[src/rtl/mtset_pkg.sv]
package mtset_pkg;
  localparam int EXT_W  = 8;
  localparam int HALF_W = 16;
  localparam int WORD_W = EXT_W + 2 * HALF_W;

  typedef struct packed {
    logic [EXT_W-1:0]  ext;
    logic [HALF_W-1:0] hi;
    logic [HALF_W-1:0] lo;
  } dword_t;

  typedef enum logic {ST_IDLE = 1'b0, ST_WB = 1'b1} phase_t;
endpackage

[src/rtl/mtset_alu.sv]
module mtset_alu
  import mtset_pkg::*;
(
  input  dword_t            old_w,
  input  logic [HALF_W-1:0] mask,
  input  logic              sel_hi,
  output dword_t            new_w,
  output logic              all_set
);
  logic [HALF_W-1:0] half_in;

  always_comb begin
    half_in = sel_hi ? old_w.hi : old_w.lo;
    new_w   = old_w;
    if (sel_hi) new_w.hi = old_w.hi | mask;
    else        new_w.lo = old_w.lo | mask;
    all_set = ((half_in & mask) == mask);
  end
endmodule

[src/rtl/mtset_rf.sv]
module mtset_rf
  import mtset_pkg::*;
#(
  parameter int NUM_REGS = 16,
  localparam int IDX_W = $clog2(NUM_REGS)
)(
  input  logic             clk,
  input  logic             rst,
  input  logic             we,
  input  logic [IDX_W-1:0] waddr,
  input  dword_t           wdata,
  input  logic             wlim,
  input  logic [IDX_W-1:0] raddr_a,
  output dword_t           rdata_a,
  input  logic [IDX_W-1:0] raddr_b,
  output dword_t           rdata_b,
  output logic             rlim_b
);
  dword_t              mem [NUM_REGS];
  logic [NUM_REGS-1:0] lim;

  always_ff @(posedge clk) begin
    if (rst) begin
      for (int i = 0; i < NUM_REGS; i++) mem[i] <= '0;
      lim <= '0;
    end else if (we) begin
      mem[waddr] <= wdata;
      lim[waddr] <= wlim;
    end
  end

  always_ff @(posedge clk) begin
    if (rst) begin
      rdata_a <= '0;
      rdata_b <= '0;
      rlim_b  <= 1'b0;
    end else begin
      rdata_a <= mem[raddr_a];
      rdata_b <= mem[raddr_b];
      rlim_b  <= lim[raddr_b];
    end
  end

  // a write is visible at its address after the edge
  a_r11_write_lands: assert property (@(posedge clk) disable iff (rst)
    we |=> (mem[$past(waddr)] == $past(wdata)) && (lim[$past(waddr)] == $past(wlim)));
endmodule

[src/rtl/mtset_ctrl.sv]
module mtset_ctrl
  import mtset_pkg::*;
(
  input  logic clk,
  input  logic rst,
  input  logic op_valid,
  output logic op_ready,
  output logic accept,
  output logic wb_en
);
  phase_t phase;

  assign op_ready = (phase == ST_IDLE);
  assign accept   = op_valid && op_ready;
  assign wb_en    = (phase == ST_WB);

  always_ff @(posedge clk) begin
    if (rst)         phase <= ST_IDLE;
    else if (accept) phase <= ST_WB;
    else             phase <= ST_IDLE;
  end

  // ready drops for the write-back cycle, then returns
  a_r7_busy_after_accept: assert property (@(posedge clk) disable iff (rst)
    (op_valid && op_ready) |=> !op_ready);
  a_r7_ready_returns: assert property (@(posedge clk) disable iff (rst)
    !op_ready |=> op_ready);
endmodule

[src/rtl/mask_tset_unit.sv]
module mask_tset_unit
  import mtset_pkg::*;
#(
  parameter int NUM_REGS  = 16,
  parameter int SR_W      = 32,
  parameter int TFLAG_BIT = 1,
  localparam int IDX_W = $clog2(NUM_REGS)
)(
  input  logic              clk,
  input  logic              rst,
  input  logic              op_valid,
  output logic              op_ready,
  input  logic [IDX_W-1:0]  op_idx,
  input  logic [HALF_W-1:0] op_mask,
  input  logic              op_hi,
  input  logic              ld_en,
  input  logic [IDX_W-1:0]  ld_idx,
  input  logic [WORD_W-1:0] ld_data,
  input  logic              ld_limit,
  input  logic [IDX_W-1:0]  insp_idx,
  output logic [WORD_W-1:0] insp_data,
  output logic              insp_limit,
  output logic [SR_W-1:0]   status
);
  localparam logic [SR_W-1:0] T_MASK = SR_W'(1) << TFLAG_BIT;

  logic              accept, wb_en;
  logic [IDX_W-1:0]  idx_q;
  logic [HALF_W-1:0] mask_q;
  logic              hi_q;
  dword_t            rd_w, new_w, insp_w;
  logic              all_set;
  logic              we, wlim;
  logic [IDX_W-1:0]  waddr;
  dword_t            wdata;

  mtset_ctrl u_ctrl (
    .clk(clk), .rst(rst), .op_valid(op_valid), .op_ready(op_ready),
    .accept(accept), .wb_en(wb_en)
  );

  always_ff @(posedge clk) begin
    if (rst) begin
      idx_q  <= '0;
      mask_q <= '0;
      hi_q   <= 1'b0;
    end else if (accept) begin
      idx_q  <= op_idx;
      mask_q <= op_mask;
      hi_q   <= op_hi;
    end
  end

  // write-back owns the single write port; loads use it otherwise
  always_comb begin
    we    = wb_en || ld_en;
    waddr = wb_en ? idx_q : ld_idx;
    wdata = wb_en ? new_w : dword_t'(ld_data);
    wlim  = wb_en ? 1'b0  : ld_limit;
  end

  mtset_rf #(.NUM_REGS(NUM_REGS)) u_rf (
    .clk(clk), .rst(rst), .we(we), .waddr(waddr), .wdata(wdata), .wlim(wlim),
    .raddr_a(op_idx), .rdata_a(rd_w),
    .raddr_b(insp_idx), .rdata_b(insp_w), .rlim_b(insp_limit)
  );

  assign insp_data = insp_w;

  mtset_alu u_alu (
    .old_w(rd_w), .mask(mask_q), .sel_hi(hi_q), .new_w(new_w), .all_set(all_set)
  );

  always_ff @(posedge clk) begin
    if (rst)        status <= '0;
    else if (wb_en) status[TFLAG_BIT] <= all_set;
  end

  // masked bits of the chosen half leave as ones
  a_r1_mask_forced: assert property (@(posedge clk) disable iff (rst)
    wb_en |-> (((hi_q ? new_w.hi : new_w.lo) & mask_q) == mask_q));
  // unmasked bits of the chosen half pass through
  a_r2_unmasked_kept: assert property (@(posedge clk) disable iff (rst)
    wb_en |-> ((((hi_q ? new_w.hi : new_w.lo) ^ (hi_q ? rd_w.hi : rd_w.lo)) & ~mask_q) == '0));
  // extension and the other half pass through
  a_r4_rest_kept: assert property (@(posedge clk) disable iff (rst)
    wb_en |-> (new_w.ext == rd_w.ext) && (hi_q ? (new_w.lo == rd_w.lo) : (new_w.hi == rd_w.hi)));
  // only the test flag may move
  a_r6_status_others: assert property (@(posedge clk) disable iff (rst)
    !rst |=> $stable(status & ~T_MASK));
endmodule

[config.mk]
export PLATFORM = sky130hd
export DESIGN_NAME = mask_tset_unit
export DESIGN_NICKNAME = d
export VERILOG_FILES = /design/src/rtl/mtset_pkg.sv /design/src/rtl/mtset_alu.sv /design/src/rtl/mtset_rf.sv /design/src/rtl/mtset_ctrl.sv /design/src/rtl/mask_tset_unit.sv
export SDC_FILE = /design/constraint.sdc
export NUM_CORES = 1
export LEC_CHECK = 0
export ABC_CLOCK_PERIOD_IN_PS = 3700
export BUFFER_PORTS_ARGS = -buffer_cell sky130_fd_sc_hd__buf_2
export CORE_MARGIN = 2
export CORE_UTILIZATION = 45
export CTS_BUF_LIST = sky130_fd_sc_hd__clkbuf_4
export DETAILED_ROUTE_END_ITERATION = 8
export PLACE_DENSITY = 0.57
export SETUP_SLACK_MARGIN = 0.4
export SYNTH_ARGS = -nofsm -noshare
export SYNTH_HDL_FRONTEND = slang
export SYNTH_SLANG_ARGS = --single-unit
[constraint.sdc]
create_clock -name clk -period 3.7 [get_ports clk]
set_input_delay 0.74 -clock clk [delete_from_list [all_inputs] [get_ports clk]]
set_output_delay 0.74 -clock clk [all_outputs]
set_load 0.01 [all_outputs]
Yosys cells after proc, flatten, opt, wreduce, memory -nomap -nowiden
Memories as Yosys holds them, arrays and structs flattened. A register that Yosys moved wholly into a read port is not among the register bits.
Index checks and enable logic that the tools add are counted.
{"block": "totals", "out_inout_bits": 74, "memories": 1, "ff_bits": 40, "ram_bits": 640, "inputBits": 74, "wordCells": 40}
{"block": "op_classes", "bitwise": 4, "eq_ne": 1, "muxes": 20, "magnitude_cmp": 3, "n_reduce_logical": 4}
{"name": "u_rf.mem", "words": 16, "word_bits": 40, "read_ports": 2, "rd_clocked_by_memory_dff": 2, "wr": 16, "line_no": "mtset_rf.sv:19", "rtl": "dword_t mem [NUM_REGS];"}
{"cell": "$mux 40", "count": 2}
{"cell": "$mux 16", "count": 3}
{"cell": "$reduce_or 40->1", "count": 1}
{"cell": "$or 16x16->16", "count": 2}
{"cell": "$and 16x16->16", "count": 1}
{"cell": "$bwmux 16", "count": 1}
{"cell": "$eq 16x16->1", "count": 1}
{"cell": "$lt 4x5->1 const B", "count": 2}
{"cell": "$mux 1", "count": 10}
{"cell": "$mux 4", "count": 2}
{"cell": "$bmux 1 s4", "count": 1}
{"cell": "$demux 1 s4", "count": 1}
{"cell": "$ge 4x1->1 const B", "count": 1}
{"cell": "$logic_and 1x1->1", "count": 2}
{"cell": "$logic_or 1x1->1", "count": 1}
{"cell": "$not 1->1", "count": 1}

Longest topological paths before layout
{"block": "depth", "word_depth": 6, "ltp_mapped": 8, "depth_no_buf": 5}

Hierarchy
A second synthesis with hierarchy kept.
{"block": "hier_totals", "cells_unflattened": 3162, "hier_area_um2": 39504.1}
{"module": "mtset_rf", "area_per_inst_um2": 37200.7, "seq_area_each_um2": 21160.3, "cells_per_inst": 2925, "instances": 1}
{"module": "mask_tset_unit", "area_per_inst_um2": 1674.1, "seq_area_each_um2": 440.4, "cells_per_inst": 154, "instances": 1}
{"module": "mtset_alu", "area_per_inst_um2": 586.8, "seq_area_each_um2": 0.0, "cells_per_inst": 79, "instances": 1}
{"module": "mtset_ctrl", "area_per_inst_um2": 42.5, "seq_area_each_um2": 20.0, "cells_per_inst": 4, "instances": 1}

Least setup slack after synthesis
No wires, ideal clock.
{"block": "synth_path", "path_type": "in2reg", "startpoint": "input ld_idx[3]", "endpoint": "memory u_rf.mem[0][0] (netlist name), enable pin", "slack_ns": 1.067, "path_stages": 3, "setup_ns": 0.397, "t_arrival_ns": 2.236, "path_buffers": 0, "required_time_ns": 3.303, "cell_sequence": "or3_4 -> o31ai_4 -> a21o_1"}
{"item": "start, declared", "line_no": "mask_tset_unit.sv:17", "rtl": "input logic [IDX_W-1:0] ld_idx,"}
{"item": "end, declared", "line_no": "mtset_rf.sv:19"}

Worst setup path in the final report
{"block": "layout_path", "startpoint": "register u_ctrl.phase, in the netlist u_ctrl.wb_en", "endpoint": "output op_ready"}
{"block": "layout_via", "elab_chain_len": 1}
{"item": "start, declared", "line_no": "mtset_ctrl.sv:11", "rtl": "phase_t phase;"}
{"item": "start signal, assigned", "line_no": "mtset_ctrl.sv:18", "rtl": "if (rst) phase <= ST_IDLE;"}
{"item": "start signal, assigned", "line_no": "mtset_ctrl.sv:19", "rtl": "else if (accept) phase <= ST_WB;"}
{"item": "start signal, assigned", "line_no": "mtset_ctrl.sv:20", "rtl": "else phase <= ST_IDLE;"}
{"item": "$not 1->1", "line_no": "mtset_ctrl.sv:13", "rtl": "assign op_ready = (phase == ST_IDLE);"}
{"item": "end, declared", "line_no": "mask_tset_unit.sv:12", "rtl": "output logic op_ready,"}
No other way between the ends.

==> impl_metrics.py <==
metrics = {
    "synthesis": {
        "synth_common_cells": "nor2_1 (660), edfxtp_1 (640), mux4_2 (324)",
        "synth_ff_type": "edfxtp_1",
        "synth-seq-cells": 760,
        "ys_types": 49,
        "synthArstFlopShare": 0,
        "syn-instance-count": 2556,
        "ys_top_cells_by_area": "edfxtp_1 (52%), mux4_2 (20%), nor2_1 (6.7%)",
        "yosys.area.top_type": "edfxtp_1",
        "yosysMostFrequentCell": "nor2_1",
        "synth.top_cell.area_share": 0.523,
        "syn_avg_cell_area_um2": 14.4,
        "ys_seq_area_frac": 0.589,
        "syn_area_um2": 36700,
        "ys_warn_count": 0,
        "synth_edf_count": 640,
    },
    "worst_setup_path": {
        "ff2ff_setup_slack_ns": 0.85,
        "worstSetupEndpointType": "primary output",
        "rr_worst_depth": 6,
        "arrival_ns": 2.25,
        "critPathLaunch": "u_ctrl.wb_en",
        "worst-path-stages": 3,
        "cp_slowest_stage_delay_ns": 0.42,
        "path_cells": "inv_2 > buf_4 > buf_2",
        "start_kind": "register",
        "endpoint": "op_ready",
        "slowest_stage": "dfxtp_4",
        "worstReg2RegStart": "u_ctrl.wb_en",
        "criticalPathCategory": "register to primary output",
        "reg2reg_to": "u_rf.mem[15][33]",
        "required_ns": 2.96,
        "worst-path-max-fanout": 18,
        "critPathBufInv": 3,
        "crit_family": "buffers and inverters",
    },
    "clocking": {
        "cts_max_level": 4,
        "cts.path.max_buffers": 3,
        "cts.clk_slew.worst_paths_ns": 0.07,
        "ctsRootBufferMaster": "clkbuf_4",
        "numCtsBuffers": 200,
        "cts_tree": "yes",
        "clock_latency_ns": 1.07,
        "post_cts_buffers": 0,
        "cts_sinks": 760,
    },
    "drt": {
        "wire_per_inst_um": 30.9,
        "drtPass1Iterations": 8,
        "drtIter0Drc": 3209,
        "via_per_inst": 6.25,
        "wl_um": 123000,
        "antenna_left": 0,
        "drc_errors": 0,
        "vias": 24900,
    },
    "floorplan": {
        "start_util": 0.455,
        "placementRows": 104,
        "core_um2": 80700,
        "dieArea_um2": 83900,
        "ios": 148,
        "die_h_um": 290,
        "die_x_um": 290,
    },
    "layout": {
        "regArea_um2": 21600,
        "num-fill-cells": 6876,
        "layout-drive-gt1-share": 0.324,
        "area_growth_pct": 13.2,
        "design_area_um2": 41600,
        "nNetsFinal": 2829,
        "multi_input_area_um2": 13700,
    },
    "timing": {
        "min_period_ns": 2.99,
        "finalHoldViolations": 0,
        "finalSetupViolations": 0,
        "rsz0062_at_grt": "false",
        "tns_ns": 0,
        "fin_ws_ns": 0.705,
        "whs_ns": 0.128,
        "timing.fmax_mhz": 334,
        "period_share": 0.809,
        "slew_viol_final": 0,
        "max-slew-margin-rel": 0.272,
        "worstMarginPinSlew_ns": 1.07,
        "finClkSkew_ns": 0.0767,
    },
    "global_routing": {
        "grt_pass1_wl_um": 176000,
        "grt_pass1_vias": 25400,
        "antenna_found_initial": 5,
        "grt-ovfl-total": 0,
        "grt_max_degree": 62,
        "grtUsageTotal": 0.299,
    },
    "worst_hold_path": {
        "min_path_type": "primary input to register",
    },
    "run": {
        "drv_cap": 0,
    },
    "power": {
        "pwr_density_cell_nw_per_um2": 482,
        "max-vdd-ir-drop_uv": 266,
        "power.leakage_nw": 15.7,
        "finalPower_mw": 20.0,
    },
    "placement": {
        "hpwl_um": 72200,
        "dp_slack_ns": 0.898,
        "gp_congestion": 0.859,
        "placed_area_um2": 38700,
        "port_buffers": 116,
    },
    "outcome": {
        "outcome": "finished clean",
    },
}
## area by class of cell
cell class,instances,area share
Clock inverter,55,0.00698
Tap cell,1060,0.0319
Sequential cell,760,0.520
Antenna cell,3,0.000181
Timing Repair Buffer,235,0.0508
Multi-Input combinational cell,1522,0.329
Inverter,36,0.00325
Clock buffer,321,0.0580
## cells by family after synthesis
logic type      after synthesis  share of synthesized area
simple gates                763                     0.0808
flops                       760                      0.589
compound gates              234                     0.0413
mux                         494                      0.246
buf+inv                     304                     0.0433
other cells                   1                   0.000102
## what timing repair did
action / CTS / global route
resized for setup: 0 / 0
hold endpoints to repair: 18 / 0
hold buffers: 19 / 0
## worst reg2reg max path, cell delays in order (launching register included)
cell	delay (ns)
dfxtp_4	0.42
inv_2	0.28
buf_4	0.25
nand2_1	0.14
o21ai_0	0.43
a21o_2	0.72
buf_12	0.26
## layer usage
metal	share of wire	vias to the layer above	wire length, µm	GRT usage
met5	0	-	0	0
met4	0.029	0	3550	0.104
met3	0.11	230	13600	0.0807
met2	0.47	1634	57600	0.460
met1	0.39	12900	48600	0.412
li1	-	10200	-	-
## power breakdown
part / total [mW] / switching [mW] / internal (mW) / leakage [nW]
Sequential: 9.96 / 0.259 / 9.70 / 7.63
Combinational: 2.36 / 1.42 / 0.939 / 6.49
Clock: 7.72 / 3.65 / 4.07 / 1.61
## placed cells by master, fill, tap and decap left out, types with 3 or more instances in the layout
cell type      instances
inv_1                 34
o21ai_0                5
mux2i_2                7
a21o_2                16
o221ai_1               4
nand2_4                4
dlygate4sd3_1         19
buf_8                  3
nor2_1               660
clkinv_1              38
clkinv_2               6
nand2_2               12
inv_2                  5
o21ai_1                3
o21ai_2               16
conb_1                31
nand2b_1               6
o22ai_1              107
buf_12                43
clkinvlp_4             5
a21oi_1               68
dfxtp_1              119
nand2_1               65
clkbuf_4             321
buf_4                 56
buf_2                110
and2b_1                4
edfxtp_1             640
buf_6                  4
mux4_2               324
diode_2                3
mux2i_1              163
## flip-flops by register name, indices dropped and copies added, names as in the netlist
name	count
u_rf.rdata_b	40
u_rf.rdata_a	40
mask_q	16
u_ctrl.wb_en	1
idx_q	4
u_rf.lim	16
u_rf.mem	640
hi_q	1
u_rf.rlim_b	1
status	1
## worst min-delay path by stage
stage | start | end | slack (ns) | cells past startpoint
finish | rst | hi_q | 0.13 | 2
global route | rst | hi_q | 0.04 | 2
CTS | rst | hi_q | 0.004 | 2
detailed placement | u_rf.lim[6] | u_rf.lim[6] | 0.46 | 2
global placement | u_rf.lim[10] | u_rf.lim[10] | 0.46 | 2
floorplan | u_rf.lim[12] | u_rf.lim[12] | 0.45 | 2
## through the flow
| stage | util | std cells |
|---|---|---|
| finish | 0.515 | 3992 |
| global route | 0.515 | 3991 |
| CTS | 0.515 | 3989 |
| detailed placement | 0.479 | 3594 |
| global placement | 0.479 | 3593 |
| floorplan | - | 2586 |
Note: power is estimated with default switching activity, not from simulation.
